===== config.mk =====
export PLATFORM = sky130hd
export DESIGN_NAME = sd_dma_engine
export DESIGN_NICKNAME = d
export VERILOG_FILES = /design/src/rtl/sd_dma_pkg.sv /design/src/rtl/sd_dma_regs.sv /design/src/rtl/sd_dma_addr_gen.sv /design/src/rtl/sd_dma_xfer.sv /design/src/rtl/sd_dma_engine.sv
export SDC_FILE = /design/constraint.sdc
export NUM_CORES = 1
export LEC_CHECK = 0
export CORE_MARGIN = 4
export CORE_UTILIZATION = 40
export DETAILED_ROUTE_END_ITERATION = 8
export MAX_ROUTING_LAYER = met4
export PLACE_DENSITY = 0.73
export RECOVER_POWER = 50
export SLEW_MARGIN = 20
export SYNTH_ARGS = -nofsm -noshare
export SYNTH_HDL_FRONTEND = slang
export SYNTH_SLANG_ARGS = --single-unit

===== constraint.sdc =====
create_clock -name clk -period 2.8 [get_ports clk]
set_input_delay 0.42 -clock clk [delete_from_list [all_inputs] [get_ports clk]]
set_output_delay 0.42 -clock clk [all_outputs]
set_load 0.01 [all_outputs]

===== src/rtl/sd_dma_pkg.sv =====
package sd_dma_pkg;

    localparam int REG_AW = 12;

    localparam logic [REG_AW-1:0] OFS_MODE  = 12'h410;
    localparam logic [REG_AW-1:0] OFS_CTRL  = 12'h414;
    localparam logic [REG_AW-1:0] OFS_CHRST = 12'h418;
    localparam logic [REG_AW-1:0] OFS_LEN   = 12'h41C;
    localparam logic [REG_AW-1:0] OFS_STAT  = 12'h420;
    localparam logic [REG_AW-1:0] OFS_IEN   = 12'h424;
    localparam logic [REG_AW-1:0] OFS_ALO   = 12'h440;
    localparam logic [REG_AW-1:0] OFS_AHI   = 12'h444;

    typedef enum logic [2:0] {
        ST_IDLE,
        ST_MRD,
        ST_CPUSH,
        ST_CPOP,
        ST_MWR,
        ST_DONE
    } xfer_state_e;

    typedef struct packed {
        logic [1:0] dir;
        logic [1:0] width;
        logic       incr;
    } mode_t;

endpackage


===== src/rtl/sd_dma_regs.sv =====
module sd_dma_regs
    import sd_dma_pkg::*;
#(
    parameter int ADDR_W = 64,
    parameter int LEN_W  = 32
) (
    input  logic              clk,
    input  logic              rst_n,
    input  logic [REG_AW-1:0] reg_addr,
    input  logic              reg_we,
    input  logic [31:0]       reg_wdata,
    output logic [31:0]       reg_rdata,
    output mode_t             mode_o,
    output logic [ADDR_W-1:0] base_o,
    output logic [LEN_W-1:0]  len_o,
    output logic [1:0]        rel_o,
    output logic              start_o,
    input  logic              done_i,
    output logic              irq_o
);
    localparam int HI_W = ADDR_W - 32;

    typedef struct packed {
        mode_t            mode;
        logic [31:0]      alo;
        logic [HI_W-1:0]  ahi;
        logic [LEN_W-1:0] len;
        logic [1:0]       rel;
        logic             dend;
        logic             ien;
    } regs_t;

    regs_t q, d;

    always_comb begin
        d = q;
        if (reg_we) begin
            case (reg_addr)
                OFS_MODE: begin
                    d.mode.dir   = reg_wdata[17:16];
                    d.mode.width = reg_wdata[5:4];
                    d.mode.incr  = reg_wdata[0];
                end
                OFS_ALO:   d.alo = reg_wdata;
                OFS_AHI:   d.ahi = reg_wdata[HI_W-1:0];
                OFS_LEN:   d.len = reg_wdata[LEN_W-1:0];
                OFS_CHRST: d.rel = reg_wdata[9:8];
                OFS_STAT:  if (reg_wdata[0]) d.dend = 1'b0;
                OFS_IEN:   d.ien = reg_wdata[0];
                default: ;
            endcase
        end
        if (done_i) d.dend = 1'b1;
    end

    always_ff @(posedge clk or negedge rst_n) begin
        if (!rst_n) begin
            q     <= '0;
            q.rel <= 2'b11;
        end else begin
            q <= d;
        end
    end

    always_comb begin
        reg_rdata = '0;
        case (reg_addr)
            OFS_MODE:  reg_rdata = {14'd0, q.mode.dir, 10'd0, q.mode.width, 3'd0, q.mode.incr};
            OFS_ALO:   reg_rdata = q.alo;
            OFS_AHI:   reg_rdata = 32'(q.ahi);
            OFS_LEN:   reg_rdata = 32'(q.len);
            OFS_CHRST: reg_rdata = {22'd0, q.rel, 8'd0};
            OFS_STAT:  reg_rdata = {31'd0, q.dend};
            OFS_IEN:   reg_rdata = {31'd0, q.ien};
            default:   reg_rdata = '0;
        endcase
    end

    assign mode_o  = q.mode;
    assign base_o  = {q.ahi, q.alo};
    assign len_o   = q.len;
    assign rel_o   = q.rel;
    assign start_o = reg_we && (reg_addr == OFS_CTRL) && reg_wdata[0];
    assign irq_o   = q.dend && q.ien;


    dend_rise_chk: assert property (@(posedge clk) disable iff (!rst_n)
        $rose(q.dend) |-> $past(done_i));

endmodule


===== src/rtl/sd_dma_addr_gen.sv =====
module sd_dma_addr_gen #(
    parameter int ADDR_W = 64
) (
    input  logic              clk,
    input  logic              rst_n,
    input  logic              load_i,
    input  logic [ADDR_W-1:0] base_i,
    input  logic [1:0]        width_i,
    input  logic              incr_i,
    input  logic              step_i,
    output logic [ADDR_W-1:0] addr_o,
    output logic [1:0]        size_o
);
    typedef struct packed {
        logic [ADDR_W-1:0] cur;
        logic [1:0]        width;
        logic              incr;
    } ag_t;

    ag_t q, d;
    logic [ADDR_W-1:0] beat_bytes;
    logic [ADDR_W-1:0] low_mask;

    always_comb begin
        beat_bytes = ADDR_W'(1) << q.width;
        low_mask   = beat_bytes - ADDR_W'(1);
        d = q;
        if (load_i) begin
            d.cur   = base_i;
            d.width = width_i;
            d.incr  = incr_i;
        end else if (step_i && q.incr) begin
            d.cur = q.cur + beat_bytes;
        end
    end

    always_ff @(posedge clk or negedge rst_n) begin
        if (!rst_n) q <= '0;
        else        q <= d;
    end

    assign addr_o = q.cur & ~low_mask;
    assign size_o = q.width;

endmodule


===== src/rtl/sd_dma_xfer.sv =====
module sd_dma_xfer
    import sd_dma_pkg::*;
#(
    parameter int DATA_W = 64,
    parameter int LEN_W  = 32
) (
    input  logic              clk,
    input  logic              rst_n,
    input  logic              start_i,
    input  mode_t             mode_i,
    input  logic [LEN_W-1:0]  len_i,
    input  logic [1:0]        rel_i,
    output logic              load_o,
    output logic              step_o,
    output logic              busy_o,
    output logic              dir_o,
    output logic              done_o,
    output logic              mem_req,
    output logic              mem_we,
    output logic [DATA_W-1:0] mem_wdata,
    input  logic              mem_ack,
    input  logic [DATA_W-1:0] mem_rdata,
    output logic [DATA_W-1:0] card_wdata,
    output logic              card_wvalid,
    input  logic              card_wready,
    input  logic [DATA_W-1:0] card_rdata,
    input  logic              card_rvalid,
    output logic              card_rpop
);
    typedef struct packed {
        xfer_state_e       st;
        logic              to_mem;
        logic [1:0]        width;
        logic [LEN_W-1:0]  rem;
        logic [DATA_W-1:0] hold;
    } xf_t;

    xf_t q, d;
    logic [LEN_W-1:0] beat_bytes;
    logic             last_beat;
    logic             chan_ok;
    logic             sel_ok;

    always_comb begin
        beat_bytes = LEN_W'(1) << q.width;
        last_beat  = (q.rem <= beat_bytes);
        chan_ok    = q.to_mem ? rel_i[1] : rel_i[0];
        sel_ok     = mode_i.dir[0] ? rel_i[1] : rel_i[0];
        load_o     = (q.st == ST_IDLE) && start_i && sel_ok;
        step_o     = ((q.st == ST_CPUSH) && card_wready) || ((q.st == ST_MWR) && mem_ack);
        d = q;
        case (q.st)
            ST_IDLE: if (load_o) begin
                d.to_mem = mode_i.dir[0];
                d.width  = mode_i.width;
                d.rem    = len_i;
                if (len_i == '0)        d.st = ST_DONE;
                else if (mode_i.dir[0]) d.st = ST_CPOP;
                else                    d.st = ST_MRD;
            end
            ST_MRD: if (mem_ack) begin
                d.hold = mem_rdata;
                d.st   = ST_CPUSH;
            end
            ST_CPUSH: if (card_wready) begin
                d.rem = q.rem - beat_bytes;
                d.st  = last_beat ? ST_DONE : ST_MRD;
            end
            ST_CPOP: if (card_rvalid) begin
                d.hold = card_rdata;
                d.st   = ST_MWR;
            end
            ST_MWR: if (mem_ack) begin
                d.rem = q.rem - beat_bytes;
                d.st  = last_beat ? ST_DONE : ST_CPOP;
            end
            ST_DONE: d.st = ST_IDLE;
            default: d.st = ST_IDLE;
        endcase
        if (q.st != ST_IDLE && q.st != ST_DONE && !chan_ok) d.st = ST_IDLE;
    end

    always_ff @(posedge clk or negedge rst_n) begin
        if (!rst_n) begin
            q    <= '0;
            q.st <= ST_IDLE;
        end else begin
            q <= d;
        end
    end

    assign busy_o      = (q.st != ST_IDLE);
    assign dir_o       = q.to_mem;
    assign done_o      = (q.st == ST_DONE);
    assign mem_req     = (q.st == ST_MRD) || (q.st == ST_MWR);
    assign mem_we      = (q.st == ST_MWR);
    assign mem_wdata   = q.hold;
    assign card_wdata  = q.hold;
    assign card_wvalid = (q.st == ST_CPUSH);
    assign card_rpop   = (q.st == ST_CPOP) && card_rvalid;


    busy_start_chk: assert property (@(posedge clk) disable iff (!rst_n)
        (busy_o && start_i && !step_o) |=> $stable(q.rem));

endmodule


===== src/rtl/sd_dma_engine.sv =====
module sd_dma_engine
    import sd_dma_pkg::*;
#(
    parameter int ADDR_W = 64,
    parameter int DATA_W = 64,
    parameter int LEN_W  = 32
) (
    input  logic              clk,
    input  logic              rst_n,
    input  logic [11:0]       reg_addr,
    input  logic              reg_we,
    input  logic [31:0]       reg_wdata,
    output logic [31:0]       reg_rdata,
    output logic              mem_req,
    output logic              mem_we,
    output logic [ADDR_W-1:0] mem_addr,
    output logic [1:0]        mem_size,
    output logic [DATA_W-1:0] mem_wdata,
    input  logic              mem_ack,
    input  logic [DATA_W-1:0] mem_rdata,
    output logic [DATA_W-1:0] card_wdata,
    output logic              card_wvalid,
    input  logic              card_wready,
    input  logic [DATA_W-1:0] card_rdata,
    input  logic              card_rvalid,
    output logic              card_rpop,
    output logic              irq
);
    mode_t             mode;
    logic [ADDR_W-1:0] base;
    logic [LEN_W-1:0]  len;
    logic [1:0]        rel;
    logic              start, done, load, step, busy, dir;

    sd_dma_regs #(.ADDR_W(ADDR_W), .LEN_W(LEN_W)) u_regs (
        .clk(clk), .rst_n(rst_n),
        .reg_addr(reg_addr), .reg_we(reg_we), .reg_wdata(reg_wdata), .reg_rdata(reg_rdata),
        .mode_o(mode), .base_o(base), .len_o(len), .rel_o(rel),
        .start_o(start), .done_i(done), .irq_o(irq)
    );

    sd_dma_addr_gen #(.ADDR_W(ADDR_W)) u_addr (
        .clk(clk), .rst_n(rst_n),
        .load_i(load), .base_i(base), .width_i(mode.width), .incr_i(mode.incr),
        .step_i(step), .addr_o(mem_addr), .size_o(mem_size)
    );

    sd_dma_xfer #(.DATA_W(DATA_W), .LEN_W(LEN_W)) u_xfer (
        .clk(clk), .rst_n(rst_n),
        .start_i(start), .mode_i(mode), .len_i(len), .rel_i(rel),
        .load_o(load), .step_o(step), .busy_o(busy), .dir_o(dir), .done_o(done),
        .mem_req(mem_req), .mem_we(mem_we), .mem_wdata(mem_wdata),
        .mem_ack(mem_ack), .mem_rdata(mem_rdata),
        .card_wdata(card_wdata), .card_wvalid(card_wvalid), .card_wready(card_wready),
        .card_rdata(card_rdata), .card_rvalid(card_rvalid), .card_rpop(card_rpop)
    );


    req_hold_chk: assert property (@(posedge clk) disable iff (!rst_n)
        (mem_req && !mem_ack && rel[dir]) |=> (mem_req && $stable(mem_addr) && $stable(mem_we)));


    held_start_chk: assert property (@(posedge clk) disable iff (!rst_n)
        (start && !busy && !rel[mode.dir[0]]) |=> !busy);


    abort_chk: assert property (@(posedge clk) disable iff (!rst_n)
        (busy && !rel[dir]) |=> (!mem_req && !card_wvalid && !card_rpop));


    one_side_chk: assert property (@(posedge clk) disable iff (!rst_n)
        $onehot0({mem_req, card_wvalid, card_rpop}));

endmodule


Word level (Yosys, flattened, before mapping)
Index checks and enable logic that the tools add are counted.
{"block": "totals", "reg_bits": 274, "in_bits": 178, "out_inout_bits": 231, "wordCells": 110}
{"block": "op_classes", "n_addsub": 3, "order_cmp": 1, "n_eq_ne": 24, "shift": 2, "muxes": 27, "bitwise": 2, "reduce_logical": 34}
{"cell": "2-to-1 mux 64 bit", "n": 4}
{"cell": "one-hot mux 32 bit (7 select lines)", "n": 1}
{"cell": "one-hot mux 64 bit (2 select lines)", "n": 1}
{"cell": "equality test 12 x 11 -> 1 bit, second input constant", "n": 8}
{"cell": "one-hot mux 32 bit (3 select lines)", "n": 1}
{"cell": "adder 64 bit", "n": 1}
{"cell": "bitwise AND 64 bit", "n": 1}
{"cell": "2-to-1 mux 32 bit", "n": 2}
{"cell": "NOT 64 bit", "n": 1}
{"cell": "left shift 1 x 2 -> 64 bit, first input constant", "n": 1}
{"cell": "subtractor 64 x 1 -> 64 bit, second input constant", "n": 1}
{"cell": "2-to-1 mux 38 bit", "n": 1}
{"cell": "<= comparator 32 bit", "n": 1}
{"cell": "zero test 32 bit", "n": 1}
{"cell": "left shift 1 x 2 -> 32 bit, first input constant", "n": 1}
{"cell": "subtractor 32 bit", "n": 1}
{"cell": "2-to-1 mux 3 bit", "n": 8}
{"cell": "one-hot mux 3 bit (5 select lines)", "n": 1}
{"cell": "AND reduction 2 bit", "n": 7}
{"cell": "logical AND 1 bit", "n": 11}
{"cell": "nonzero test 2 bit", "n": 5}
{"cell": "equality test 3 x 2 -> 1 bit, second input constant", "n": 2}
{"cell": "equality test 3 bit, second input constant", "n": 2}
{"cell": "2-to-1 mux 1 bit", "n": 6}
{"cell": "other kinds (14)", "n": 24}

Depth between registers and ports, before layout
{"block": "logic_depth", "word_depth": 8, "ltp_mapped": 12, "mapped_depth_nobuf": 11}

By module
Synthesis repeated with hierarchy kept, for this count alone.
{"block": "unflattened", "hier_cells": 1758, "hier_area_um2": 16656.0}
{"mod": "sd_dma_xfer", "n_inst": 1, "cells_each": 737, "area_each_um2": 6612.6, "seq_area_each_um2": 2552.4}
{"mod": "sd_dma_regs", "n_inst": 1, "cells_each": 461, "area_each_um2": 5544.1, "seq_area_each_um2": 2630.0}
{"mod": "sd_dma_addr_gen", "n_inst": 1, "cells_each": 560, "area_each_um2": 4499.3, "seq_area_each_um2": 1676.6}

Worst setup path after synthesis
Ideal clock, no wire load.
{"block": "synth_timing", "kind": "reg-to-reg", "startpoint": "register u_addr.q, in the netlist u_addr.size_o[1]", "endpoint": "register u_addr.q[33] (netlist name)", "setup_time_ns": 0.126, "t_arrival_ns": 2.992, "required_time_ns": 2.674, "path_slack_ns": -0.317, "stages_incl_launch_ff": 13, "n_path_buf": 1, "synth_period_minus_slack_ns": 3.117, "path_cell_list": "dfrtp_1 or2_2 inv_1 ha_1 inv_1 fa_1 nand2b_1 a2111oi_2 and2_1 buf_2 nand3_1 mux2i_1 a221o_1"}
{"block": "synth_between", "elab_chain_cells": 4}
{"item": "start, declared", "line": "sd_dma_addr_gen.sv:20", "text": "ag_t q, d;"}
{"item": "start signal, assigned", "line": "sd_dma_addr_gen.sv:38", "text": "if (!rst_n) q <= '0;"}
{"item": "start signal, assigned", "line": "sd_dma_addr_gen.sv:39", "text": "else q <= d;"}
{"item": "left shift 1 x 2 -> 64 bit", "line": "sd_dma_addr_gen.sv:25", "text": "beat_bytes = ADDR_W'(1) << q.width;"}
{"item": "adder 64 bit", "line": "sd_dma_addr_gen.sv:33", "text": "d.cur = q.cur + beat_bytes;"}
{"item": "2-to-1 mux 64 bit", "line": "sd_dma_addr_gen.sv:32", "text": "end else if (step_i && q.incr) begin"}
{"item": "2-to-1 mux 64 bit", "line": "sd_dma_addr_gen.sv:28", "text": "if (load_i) begin"}
No other way between the ends. The select of a mux whose other input is x is not followed.
A chain may end at the register's enable or synchronous reset.

Worst setup path in the final report
{"block": "layout_timing", "startpoint": "register u_addr.q, in the netlist u_addr.size_o[1]", "endpoint": "register u_addr.q[59] (netlist name)"}
Same word-level chain as after synthesis.

==> flow_summary.json <==
{
  "yosysMostFrequentCell": "dfrtp_1",
  "synth_top_area_cell": "dfrtp_1",
  "synth_edf_count": 0,
  "ys_warn_count": 0,
  "design_area_um2": 21850,
  "crit_path_max_incr_delay_ns": 0.38,
  "io_buffers": 408,
  "finalHoldViolCount": 0,
  "ys_types": 72,
  "start_kind": "flip-flop",
  "setup_viol": 0,
  "synth_top_area_share_pct": 42.36,
  "critPathArrivalTime_ns": 3.19,
  "seqCellArea_um2": 6859,
  "violations": "max-capacitance violations, max-slew violations",
  "synth_fp_nets": 1918,
  "worst_pin_slew_ns": 2.008,
  "multi_input_area_um2": 7759,
  "crit_top_cell": "inv_2",
  "grt_max_degree": 74,
  "post-place-ws_ns": -0.4306,
  "crit_path_end_kind": "flip-flop",
  "io_pins": 409,
  "clkLatencyLatePin_ns": 0.53,
  "routed_wl_um": 61270,
  "fmax_ghz": 0.3572,
  "cp_num_buf_inv": 4,
  "die-area_um2": 43440,
  "hold_class": "reg2reg",
  "status": "finished with violations",
  "dieWidth_um": 208.4,
  "root_buffer": "clkbuf_16",
  "area_delta_synth_final_pct": 35.98,
  "clk_pin_slew_worst_paths_ns": 0.06,
  "synth_area_um2": 16070,
  "setup_slack_ns": 0.0004248,
  "numCtsBuffers": 34,
  "fin_tns_setup_ns": 0,
  "grt_overflow": 0,
  "drv_slew": 73,
  "cpLargestDelayFamily": "simple AND/OR/NAND/NOR gates",
  "coreArea_um2": 39730,
  "cts_tree": "done",
  "synth-seq-cells": 274,
  "cap_violations": 1,
  "grt_antenna_before_repair": 0,
  "vias": 15010,
  "cellLeakagePower_nw": 10.08,
  "synth-main-ff-cell": "dfrtp_1",
  "gp_congestion": 0.9417,
  "synthTopCellsByCount": "272 x dfrtp_1, 212 x nand2_1, 170 x o21ai_0",
  "drt_iter0_markers": 1393,
  "final.fill_count": 3411,
  "cp.required_ns": 3.19,
  "yosysSeqAreaShare_pct": 42.68,
  "fin_crit_sh_pct": 99.98,
  "grt_pass1_wl_um": 91940,
  "path_class": "reg2reg",
  "place_area_um2": 20490,
  "syn_inst": 1729,
  "rsz0062_at_grt": "true",
  "track_usage_pct": 27.57,
  "skew_ns": 0.02737,
  "cts.path.max_buffers": 3,
  "power.density_nw_per_um2": 408.9,
  "irDropWorstVdd_mv": 0.2782,
  "drc_errors": 0,
  "drtPass1Iterations": 5,
  "drive_gt1_share_pct": 18.02,
  "cts.sinks": 274,
  "wire_per_inst_um": 23.70,
  "h-tree-depth": 2,
  "die_y_um": 208.4,
  "grt_pass1_vias": 14800,
  "cp_cell_sequence": "or2_4 > inv_2 > ha_4 > inv_2 > fa_2 > nand2b_4 > a21oi_2 > buf_4 > nand4_1 > buf_6 > nor3_4 > a21oi_1 > a221o_1",
  "vias_per_cell": 5.805,
  "worstPathMaxFanout": 6,
  "ant_nets": 0,
  "ys_async_sr_fraction_pct": 100.0,
  "synth_area_leaders": "dfrtp_1 42%, mux2_2 7.6%, buf_4 6.2%",
  "fin_nets": 2226,
  "total_power_mw": 8.934,
  "syn_area_per_cell_um2": 9.294,
  "initial_core_util_pct": 40.44,
  "dpl.hpwl_um": 45290,
  "cp_slowest_cell": "dfrtp_1",
  "fp-row-count": 73,
  "fin_crit_ns": 2.800,
  "max-slew-margin-rel_pct": -33.83
}
==> placed cells by master, fill, tap and decap left out, types with 14 or more instances in the layout <==
master | synthesis | routed
mux2i_1 | 74 | 74
dlygate4sd2_1 | 0 | 17
nand2_1 | 212 | 211
nor4_1 | 29 | 26
a221o_1 | 14 | 14
buf_4 | 132 | 95
buf_12 | 0 | 23
mux2_2 | 108 | 108
o21ai_0 | 170 | 157
nand3_1 | 51 | 50
nor2_1 | 74 | 71
dlygate4sd3_1 | 0 | 108
and2_1 | 45 | 42
a21oi_1 | 59 | 54
a22oi_1 | 20 | 20
inv_1 | 29 | 27
clkdlybuf4s50_1 | 0 | 232
a22o_1 | 17 | 17
buf_2 | 25 | 28
dfrtp_1 | 272 | 272
nand4_1 | 24 | 24
dlymetal6s2s_1 | 0 | 19
nor3_1 | 19 | 19
clkbuf_16 | 0 | 38
==> cell type report <==
class	count	share of cell area, %
clock buffer	51	4.753
sequential	274	31.39
tap	525	3.006
clock inverter	7	0.4065
timing repair buffer	542	24.43
antenna	1	0.01145
inverter	29	0.4982
multi-input combinational	1156	35.51
==> per-layer routing <==
| metal | routed length, um | GRT usage (%) | vias up | share of wire, % |
|---|---|---|---|---|
| li1 | - | - | 6732 | - |
| met1 | 24680 | 35.34 | 7356 | 40 |
| met2 | 29120 | 44.34 | 794 | 48 |
| met3 | 4964 | 4.358 | 124 | 8.1 |
| met4 | 2505 | 10.40 | 0 | 4.1 |
| met5 | 0 | - | - | 0 |
==> per-stage QoR <==
step	util, %	hold WS (ns)	std cells
2_1_floorplan	-	0.1244	1729
3_3_place_gp	51.57	0.4329	2507
3_5_place_dp	51.57	0.4386	2507
4_1_cts	54.70	0.4897	2578
5_1_grt	54.99	0.5247	2584
6_report	55.00	0.4954	2585
==> state kept, by name (all words and copies together), names as in the netlist <==
signal,count
u_addr.size_o,2
u_regs.base_o,64
u_xfer.q,37
u_xfer.card_wdata,64
u_regs.len_o,32
u_regs.q,2
u_regs.rel_o,2
u_xfer.dir_o,1
u_addr.q,65
u_regs.mode_o,5
==> final timing paths <==
kind,slack (ns),endpoint,startpoint,depth (start not counted)
worst max-delay path,0.0004,u_addr.q[59]$_DFFE_PN0P_,u_addr.size_o[1]$_DFFE_PN0P_,13
worst min-delay path,0.50,u_xfer.q[66]$_DFFE_PN0P_,u_xfer.q[66]$_DFFE_PN0P_,2
worst max register to register,0.0004,u_addr.q[59]$_DFFE_PN0P_,u_addr.size_o[1]$_DFFE_PN0P_,13
worst min register to register,0.50,u_xfer.q[66]$_DFFE_PN0P_,u_xfer.q[66]$_DFFE_PN0P_,2
max in group asynchronous,0.32,u_xfer.q[95]$_DFFE_PN0P_,rst_n,3
min in group asynchronous,0.99,u_addr.q[8]$_DFFE_PN0P_,rst_n,2
==> logic make-up after synthesis <==
group	after synthesis	synth area share (%)
buffers and inverters	299	10.26
AO/OA/AOI/OAI	400	15.96
XOR/XNOR	7	0.3815
flip-flops	274	42.68
multiplexers	182	12.18
adder cells (fa/ha/maj)	11	0.9500
AND/OR/NAND/NOR	556	17.58
==> power breakdown <==
group	internal, mW	total (mW)	switching, mW
Combinational	0.285	0.510	0.224
Sequential	3.97	3.99	0.0140
Clock	2.74	4.44	1.70
==> tightest hold or removal path: stages (launching register included) <==
cell	delay (ns)
dfrtp_1	0.36
nand2_1	0.05
o21ai_0	0.06
==> repair_timing <==
| action | CTS | global route |
|---|---|---|
| buffers inserted | 9 | 5 |
| gates resized for setup | 174 | 49 |
| gates cloned | 3 | 2 |
| hold buffers | 1 | 0 |
| hold endpoints to repair | 66 | 0 |
| endpoints found under the setup margin | 77 | 84 |
| pin swaps | 5 | 17 |
Note: power is estimated with default switching activity, not from simulation.
